<file path="config.mk">
export PLATFORM = sky130hd
export DESIGN_NAME = mii_carrier_loop
export DESIGN_NICKNAME = d
export VERILOG_FILES = /design/src/rtl/mii_cl_pkg.sv /design/src/rtl/mii_cl_regs.sv /design/src/rtl/mii_cl_rx_steer.sv /design/src/rtl/mii_cl_tx_gate.sv /design/src/rtl/mii_cl_carrier.sv /design/src/rtl/mii_carrier_loop.sv
export SDC_FILE = /design/constraint.sdc
export NUM_CORES = 1
export LEC_CHECK = 0
export ABC_AREA = 1
export BUFFER_PORTS_ARGS = -buffer_cell sky130_fd_sc_hd__buf_2
export CAP_MARGIN = 30
export CORE_ASPECT_RATIO = 0.7
export CORE_UTILIZATION = 35
export DETAILED_ROUTE_END_ITERATION = 12
export GPL_TIMING_DRIVEN = 0
export PLACE_DENSITY = 0.82
export SLEW_MARGIN = 20
export SYNTH_ARGS = -nofsm -noshare
export SYNTH_HDL_FRONTEND = slang
export SYNTH_HIERARCHICAL = 1
export SYNTH_SLANG_ARGS = --single-unit
</file>
<file path="constraint.sdc">
create_clock -name clk -period 2.51 [get_ports clk]
set_clock_uncertainty 0.1 [all_clocks]
set_input_delay 0.502 -clock clk [delete_from_list [all_inputs] [get_ports clk]]
set_output_delay 0.502 -clock clk [all_outputs]
set_load 0.02 [all_outputs]
</file>
<file path="src/rtl/mii_cl_pkg.sv">
package mii_cl_pkg;

  typedef enum logic {
    SRC_MEDIA = 1'b0,
    SRC_LOOP  = 1'b1
  } rx_src_e;

  function automatic logic carrier_of(input logic fdx, input logic tx_act,
                                      input logic rx_act);
    return fdx ? rx_act : (rx_act | tx_act);
  endfunction

  function automatic logic collision_of(input logic fdx, input rx_src_e src,
                                        input logic tx_act, input logic med_act);
    return (!fdx) && (src == SRC_MEDIA) && tx_act && med_act;
  endfunction

endpackage

</file>
<file path="src/rtl/mii_cl_regs.sv">
module mii_cl_regs #(
  parameter int unsigned ADDR_W        = 5,
  parameter int unsigned DATA_W        = 16,
  parameter int unsigned CTRL_ADDR     = 0,
  parameter int unsigned STAT_ADDR     = 17,
  parameter int unsigned LOOP_BIT      = 14,
  parameter int unsigned LOOP_STAT_BIT = 3
) (
  input  logic              clk,
  input  logic              rst_n,
  input  logic              reg_wr,
  input  logic [ADDR_W-1:0] reg_addr,
  input  logic [DATA_W-1:0] reg_wdata,
  output logic [DATA_W-1:0] reg_rdata,
  output logic              loop_on
);
  localparam logic [ADDR_W-1:0] CTRL_A = ADDR_W'(CTRL_ADDR);
  localparam logic [ADDR_W-1:0] STAT_A = ADDR_W'(STAT_ADDR);

  logic ctrl_hit;
  logic stat_hit;

  assign ctrl_hit = (reg_addr == CTRL_A);
  assign stat_hit = (reg_addr == STAT_A);

  always_ff @(posedge clk or negedge rst_n) begin
    if (!rst_n) begin
      loop_on <= 1'b0;
    end else if (reg_wr && ctrl_hit) begin
      loop_on <= reg_wdata[LOOP_BIT];
    end
  end

  always_comb begin
    reg_rdata = '0;
    if (ctrl_hit) reg_rdata[LOOP_BIT]      = loop_on;
    if (stat_hit) reg_rdata[LOOP_STAT_BIT] = loop_on;
  end
endmodule

</file>
<file path="src/rtl/mii_cl_rx_steer.sv">
module mii_cl_rx_steer
  import mii_cl_pkg::*;
#(
  parameter int unsigned NIB_W = 4
) (
  input  logic             clk,
  input  logic             rst_n,
  input  logic             loop_on,
  input  logic [NIB_W-1:0] mac_txd,
  input  logic             mac_tx_en,
  input  logic             mac_tx_er,
  input  logic [NIB_W-1:0] med_rxd,
  input  logic             med_rx_dv,
  input  logic             med_rx_er,
  output logic [NIB_W-1:0] rxd,
  output logic             rx_dv,
  output logic             rx_er,
  output rx_src_e          src,
  output logic             rx_act
);
  assign src    = loop_on ? SRC_LOOP : SRC_MEDIA;
  assign rx_act = (src == SRC_LOOP) ? mac_tx_en : med_rx_dv;

  for (genvar b = 0; b < NIB_W; b++) begin : g_lane
    logic lane_q;
    always_ff @(posedge clk or negedge rst_n) begin
      if (!rst_n) lane_q <= 1'b0;
      else        lane_q <= (src == SRC_LOOP) ? mac_txd[b] : med_rxd[b];
    end
    assign rxd[b] = lane_q;
  end

  always_ff @(posedge clk or negedge rst_n) begin
    if (!rst_n) begin
      rx_dv <= 1'b0;
      rx_er <= 1'b0;
    end else begin
      rx_dv <= rx_act;
      rx_er <= (src == SRC_LOOP) ? mac_tx_er : med_rx_er;
    end
  end
endmodule

</file>
<file path="src/rtl/mii_cl_tx_gate.sv">
module mii_cl_tx_gate #(
  parameter int unsigned NIB_W = 4
) (
  input  logic             clk,
  input  logic             rst_n,
  input  logic             loop_on,
  input  logic [NIB_W-1:0] mac_txd,
  input  logic             mac_tx_en,
  input  logic             mac_tx_er,
  output logic [NIB_W-1:0] med_txd,
  output logic             med_tx_en,
  output logic             med_tx_er
);
  logic [NIB_W-1:0] txd_q;
  logic             en_q;
  logic             er_q;

  always_ff @(posedge clk or negedge rst_n) begin
    if (!rst_n) begin
      txd_q <= '0;
      en_q  <= 1'b0;
      er_q  <= 1'b0;
    end else begin
      txd_q <= loop_on ? '0 : mac_txd;
      en_q  <= mac_tx_en & ~loop_on;
      er_q  <= mac_tx_er & ~loop_on;
    end
  end

  assign med_txd   = loop_on ? '0 : txd_q;
  assign med_tx_en = en_q & ~loop_on;
  assign med_tx_er = er_q & ~loop_on;
endmodule

</file>
<file path="src/rtl/mii_cl_carrier.sv">
module mii_cl_carrier
  import mii_cl_pkg::*;
(
  input  logic    clk,
  input  logic    rst_n,
  input  logic    full_duplex,
  input  rx_src_e src,
  input  logic    mac_tx_en,
  input  logic    med_rx_dv,
  input  logic    rx_act,
  output logic    crs,
  output logic    col
);
  always_ff @(posedge clk or negedge rst_n) begin
    if (!rst_n) begin
      crs <= 1'b0;
      col <= 1'b0;
    end else begin
      crs <= carrier_of(full_duplex, mac_tx_en, rx_act);
      col <= collision_of(full_duplex, src, mac_tx_en, med_rx_dv);
    end
  end
endmodule

</file>
<file path="src/rtl/mii_carrier_loop.sv">
module mii_carrier_loop
  import mii_cl_pkg::*;
#(
  parameter int unsigned NIB_W         = 4,
  parameter int unsigned ADDR_W        = 5,
  parameter int unsigned DATA_W        = 16,
  parameter int unsigned CTRL_ADDR     = 0,
  parameter int unsigned STAT_ADDR     = 17,
  parameter int unsigned LOOP_BIT      = 14,
  parameter int unsigned LOOP_STAT_BIT = 3
) (
  input  logic              clk,
  input  logic              rst_n,
  input  logic              full_duplex,
  input  logic [NIB_W-1:0]  mac_txd,
  input  logic              mac_tx_en,
  input  logic              mac_tx_er,
  output logic [NIB_W-1:0]  mac_rxd,
  output logic              mac_rx_dv,
  output logic              mac_rx_er,
  output logic              mac_crs,
  output logic              mac_col,
  output logic [NIB_W-1:0]  med_txd,
  output logic              med_tx_en,
  output logic              med_tx_er,
  input  logic [NIB_W-1:0]  med_rxd,
  input  logic              med_rx_dv,
  input  logic              med_rx_er,
  input  logic              reg_wr,
  input  logic [ADDR_W-1:0] reg_addr,
  input  logic [DATA_W-1:0] reg_wdata,
  output logic [DATA_W-1:0] reg_rdata
);
  logic    loop_on;
  rx_src_e src;
  logic    rx_act;

  mii_cl_regs #(
    .ADDR_W(ADDR_W), .DATA_W(DATA_W), .CTRL_ADDR(CTRL_ADDR),
    .STAT_ADDR(STAT_ADDR), .LOOP_BIT(LOOP_BIT), .LOOP_STAT_BIT(LOOP_STAT_BIT)
  ) u_regs (
    .clk(clk), .rst_n(rst_n), .reg_wr(reg_wr), .reg_addr(reg_addr),
    .reg_wdata(reg_wdata), .reg_rdata(reg_rdata), .loop_on(loop_on)
  );

  mii_cl_rx_steer #(.NIB_W(NIB_W)) u_rx (
    .clk(clk), .rst_n(rst_n), .loop_on(loop_on),
    .mac_txd(mac_txd), .mac_tx_en(mac_tx_en), .mac_tx_er(mac_tx_er),
    .med_rxd(med_rxd), .med_rx_dv(med_rx_dv), .med_rx_er(med_rx_er),
    .rxd(mac_rxd), .rx_dv(mac_rx_dv), .rx_er(mac_rx_er),
    .src(src), .rx_act(rx_act)
  );

  mii_cl_tx_gate #(.NIB_W(NIB_W)) u_tx (
    .clk(clk), .rst_n(rst_n), .loop_on(loop_on),
    .mac_txd(mac_txd), .mac_tx_en(mac_tx_en), .mac_tx_er(mac_tx_er),
    .med_txd(med_txd), .med_tx_en(med_tx_en), .med_tx_er(med_tx_er)
  );

  mii_cl_carrier u_crs (
    .clk(clk), .rst_n(rst_n), .full_duplex(full_duplex), .src(src),
    .mac_tx_en(mac_tx_en), .med_rx_dv(med_rx_dv), .rx_act(rx_act),
    .crs(mac_crs), .col(mac_col)
  );
endmodule

</file>
== Yosys cells after proc, flatten, opt, wreduce, memory -nomap -nowiden ==
Index checks and enable logic that the tools add are counted.

* Register bits: 15
* Latch bits: 0
* Memory bits (writable): 0
* ROM bits: 0
* Input port bits: 37
* Output and inout port bits: 30
* Word-level logic and storage cells: 38
* Memories kept: 0

* Add/subtract/negate cells: 0
* $mul: 0
* Div/mod/pow operators: 0
* Magnitude comparators: 0
* Equality and inequality tests: 1
* Shifts and indexed selects: 0
* Multiplexer cells: 12
* Bitwise gates (word level): 7
* Reduce and logical (&&, ||, !) cells: 6

{| class="wikitable"
|+ Operators with widths
! cell !! number
|-
| 2-to-1 mux 1 bit || 10
|-
| 2-to-1 mux 4 bit || 2
|-
| == test 5 bit (second input constant) || 1
|-
| logical NOT 5 bit || 1
|-
| AND 1 bit || 4
|-
| logical AND 1 bit || 4
|-
| NOT 1 bit || 2
|-
| logical NOT 1 bit || 1
|-
| bitwise OR 1 bit || 1
|}

== Depth between registers and ports, before layout ==
* Depth in word-level cells: 5
* Gate-level depth with buffers: 5
* Gate-level depth less buffers: 5

== Hierarchy ==
Netlist, hierarchy kept.

{| class="wikitable"
|+ By module, submodules not included
! module !! instances !! cells an instance !! area an instance (sq um) !! seq. area each (sq um)
|-
| mii_cl_rx_steer || 1 || 30 || 259.0 || 150.1
|-
| mii_cl_tx_gate || 1 || 31 || 251.5 || 150.1
|-
| mii_cl_regs || 1 || 31 || 211.5 || 25.0
|-
| mii_cl_carrier || 1 || 9 || 81.3 || 50.0
|}

== Worst setup path after synthesis ==
Ideal clock, no wire load.

* Path kind: input-to-output
* From: input port reg_addr[4]
* To: output port reg_rdata[14]
* Data arrival time: 1.157 ns
* Required time: 1.908 ns
* Setup slack: 0.751 ns
* Cell stages on the path: 3
* Buffers on the path: 0
* Cell sequence: inv_1 -> nand2_1 -> nor3_1

* Cells in the longest elaborated chain, start to end: 2

{| class="wikitable"
|+ RTL lines
! what !! RTL line !! text
|-
| start, declared || mii_carrier_loop.sv:30 || <nowiki>input logic [ADDR_W-1:0] reg_addr,</nowiki>
|-
| logical NOT 5 bit || mii_cl_regs.sv:23 || <nowiki>assign ctrl_hit = (reg_addr == CTRL_A);</nowiki>
|-
| 2-to-1 mux 1 bit || mii_cl_regs.sv:36 || <nowiki>if (ctrl_hit) reg_rdata[LOOP_BIT] = loop_on;</nowiki>
|-
| end, declared || mii_carrier_loop.sv:32 || <nowiki>output logic [DATA_W-1:0] reg_rdata</nowiki>
|}

No other way between the ends.

== Final worst setup path ==
* From: register u_regs.loop_on
* To: output port reg_rdata[3]

* Cells in the longest elaborated chain, start to end: 1

{| class="wikitable"
|+ RTL lines
! what !! RTL line !! text
|-
| start, declared || mii_cl_regs.sv:15 || <nowiki>output logic loop_on</nowiki>
|-
| start signal, assigned || mii_cl_regs.sv:30 || <nowiki>loop_on <= reg_wdata[LOOP_BIT];</nowiki>
|-
| 2-to-1 mux 1 bit || mii_cl_regs.sv:37 || <nowiki>if (stat_hit) reg_rdata[LOOP_STAT_BIT] = loop_on;</nowiki>
|}

No other way between the ends.

==> results.json <==
{
  "yosys.area_share.simple": 0.243,
  "core.rowCount": 14,
  "routed_wl_mm": 1.50,
  "finalPower_mw": 0.655,
  "place_area_um2": 1080,
  "p_seq_frac": 0.448,
  "setup_tns_ps": 0,
  "cts.sinks": 15,
  "cts_buffer_depth": 2,
  "antenna_found_initial": 0,
  "power_density_nw_per_um2": 593,
  "grt_pass1_vias": 621,
  "sw_frac_of_total": 0.347,
  "p_int_mw": 0.428,
  "met2_usage": 0.229,
  "synthAdderAreaFrac": 0,
  "core_area_um2": 2150,
  "synth_compound_area_frac": 0,
  "worstSetupPathType": "reg -> out",
  "crit_fanout": 13,
  "fin_cells": 187,
  "routabilityCongestion": 0.658,
  "port_buffers": 37,
  "cts_resized": 0,
  "fin_area_um2": 1100,
  "grt_pass1_wl_mm": 2.44,
  "start_util": 0.373,
  "pre_cts_slack_ps": 745,
  "via_per_inst": 3.72,
  "drc": 0,
  "outcome": "completed",
  "whs_ps": 12.6,
  "switchingPower_mw": 0.227,
  "vias": 695,
  "nets": 193,
  "hold_buffers": 0,
  "io_pins": 67,
  "cts_root_buf": "clkbuf_4",
  "peakVddDrop_mv": 0.174,
  "postCtsSetupBuffers": 0,
  "dp_cells": 183,
  "rsz0062_at_grt": "no",
  "min-delay-path-class": "in -> async",
  "antenna_cells": 0,
  "drt_pass1_iterations": 2,
  "r2r_start": "u_regs/loop_on$_DFFE_PN0P_",
  "grt_max_degree": 16,
  "synth-xor-area-share": 0,
  "timing.fmax_mhz": 489,
  "fin_util": 0.512,
  "postSynthAreaPerCell_um2": 7.95,
  "rr_endpoint": "u_crs/crs$_DFF_PN0_",
  "clkPwrFrac": 0.204,
  "grt-busiest-layer": "met2",
  "synthMuxAreaShare": 0,
  "critPathRequiredTime_ps": 1910,
  "syn_to_final_growth_pct": 37.4,
  "leakagePower_nw": 0.703,
  "finalSetupViolCount": 0,
  "grt_overflow": 0,
  "combPwrFrac": 0.348,
  "min_period_over_period": 0.814,
  "yosysSeqAreaShare": 0.467,
  "end_kind": "output pin",
  "syn_area_um2": 803,
  "postSynthCellCount": 101,
  "synth_warnings": 6,
  "synth_cell_types": 14,
  "clkTransAtPathRegs_ps": 80,
  "hold_viol": 0,
  "met3_usage": 0.0401,
  "htree_levels": 1,
  "slew_viol_final": 0,
  "ant_nets": 0,
  "critPathArrivalTime_ps": 1440,
  "setup_ws_ps": 466,
  "fin_crit_ps": 2040,
  "dr.first_iter.drc_count": 23,
  "r2r_slack_ps": 1290,
  "wl_per_cell_um": 8.02,
  "dp_hpwl_mm": 1.22,
  "cts_buffers": 3,
  "fp.dieArea_um2": 2490,
  "max_cap_viol_count": 0,
  "cts_tree": "done",
  "die_x_um": 59.3,
  "drive_gt1_frac": 0.432,
  "r2r.worst_path.cells": 5,
  "grtUsageTotal": 0.134,
  "clk_latency_ps": 270,
  "dieHeight_um": 42.1,
  "met1_usage": 0.148,
  "synth_top_family_by_area": "buffers and inverters",
  "ys_ff_latch": 15,
  "critPathLaunchType": "register"
}
==> power by group through the flow <==
| stage | combinational (mW) | clock [mW] | sequential (mW) |
|---|---|---|---|
| after floorplan | 0.153 | 0 | 0.305 |
| final | 0.228 | 0.133 | 0.294 |
| after detailed placement | 0.229 | 0 | 0.298 |
| after global placement | 0.224 | 0 | 0.298 |
| after global routing | 0.251 | 0.156 | 0.298 |
| after CTS | 0.230 | 0.142 | 0.294 |
==> how the worst max path moves through the flow <==
stage | from | end | slack [ps] | depth (start not counted)
2_1_floorplan | reg_addr[4] | reg_rdata[14] | 750 | 3
3_3_place_gp | u_regs/loop_on$_DFFE_PN0P_ | reg_rdata[3] | 760 | 3
3_5_place_dp | reg_addr[3] | reg_rdata[14] | 750 | 5
4_1_cts | u_regs/loop_on$_DFFE_PN0P_ | reg_rdata[3] | 440 | 3
5_1_grt | u_regs/loop_on$_DFFE_PN0P_ | reg_rdata[3] | 350 | 3
6_report | u_regs/loop_on$_DFFE_PN0P_ | reg_rdata[3] | 470 | 3
==> flip-flops by register name, indices dropped and copies added, names as in the netlist <==
name	flops
u_tx/er_q	1
u_tx/en_q	1
u_rx/rx_er	1
u_crs/crs	1
u_rx/g_lane.lane_q	4
u_rx/rx_dv	1
u_tx/txd_q	4
u_crs/col	1
u_regs/loop_on	1
==> critical path, stage by stage, from the launching register on <==
cell,delay (ps)
dfrtp_1,630
inv_1,130
nor4_2,210
buf_2,200
==> area by class of cell <==
cell class / count / area [um2]
plain buffers: 20 / 154
clock buffers: 4 / 26.3
fillers: 216 / 1050
inverters: 20 / 75.1
multi-input cells: 59 / 248
flip-flops and latches: 15 / 375
well taps: 32 / 40.0
repair buffers: 37 / 185
==> layout by cell type (no fill, tap or decap), drive strengths merged <==
| cell type | netlist | routed |
|---|---|---|
| buf | 20 | 57 |
| nand2 | 25 | 25 |
| inv | 20 | 20 |
| nor2 | 16 | 16 |
| dfrtp | 15 | 15 |
| conb | 1 | 14 |
| clkbuf | 0 | 4 |
| nor4 | 1 | 1 |
| nor3 | 1 | 1 |
| nand3 | 1 | 1 |
| nand4 | 1 | 1 |
==> Yosys cell counts <==
library cell	instances	area share
conb_1	1	0.0047
nor2_1	13	0.061
nand2_1	23	0.11
buf_4	19	0.18
nor4_2	1	0.016
dfrtp_1	15	0.47
nand4_1	1	0.0078
buf_6	1	0.014
nand2_2	2	0.016
nor3_1	1	0.0062
inv_2	1	0.0047
nor2_2	3	0.023
nand3_1	1	0.0062
inv_1	19	0.089
==> cells by family (layout without fill, tap and decap cells) <==
kind of cell | after synthesis | in the layout
other | 1 | 14
buffers and inverters | 40 | 81
AND/OR/NAND/NOR | 45 | 45
flip-flops | 15 | 15
==> layer usage <==
layer / share of wire / wire (um) / vias up
li1: - / - / 365
met1: 0.45 / 671 / 288
met2: 0.45 / 675 / 40
met3: 0.099 / 148 / 2
met4: 0.0027 / 4 / 0
met5: 0 / 0 / -
No activity file was read; power rests on OpenSTA's default activity.
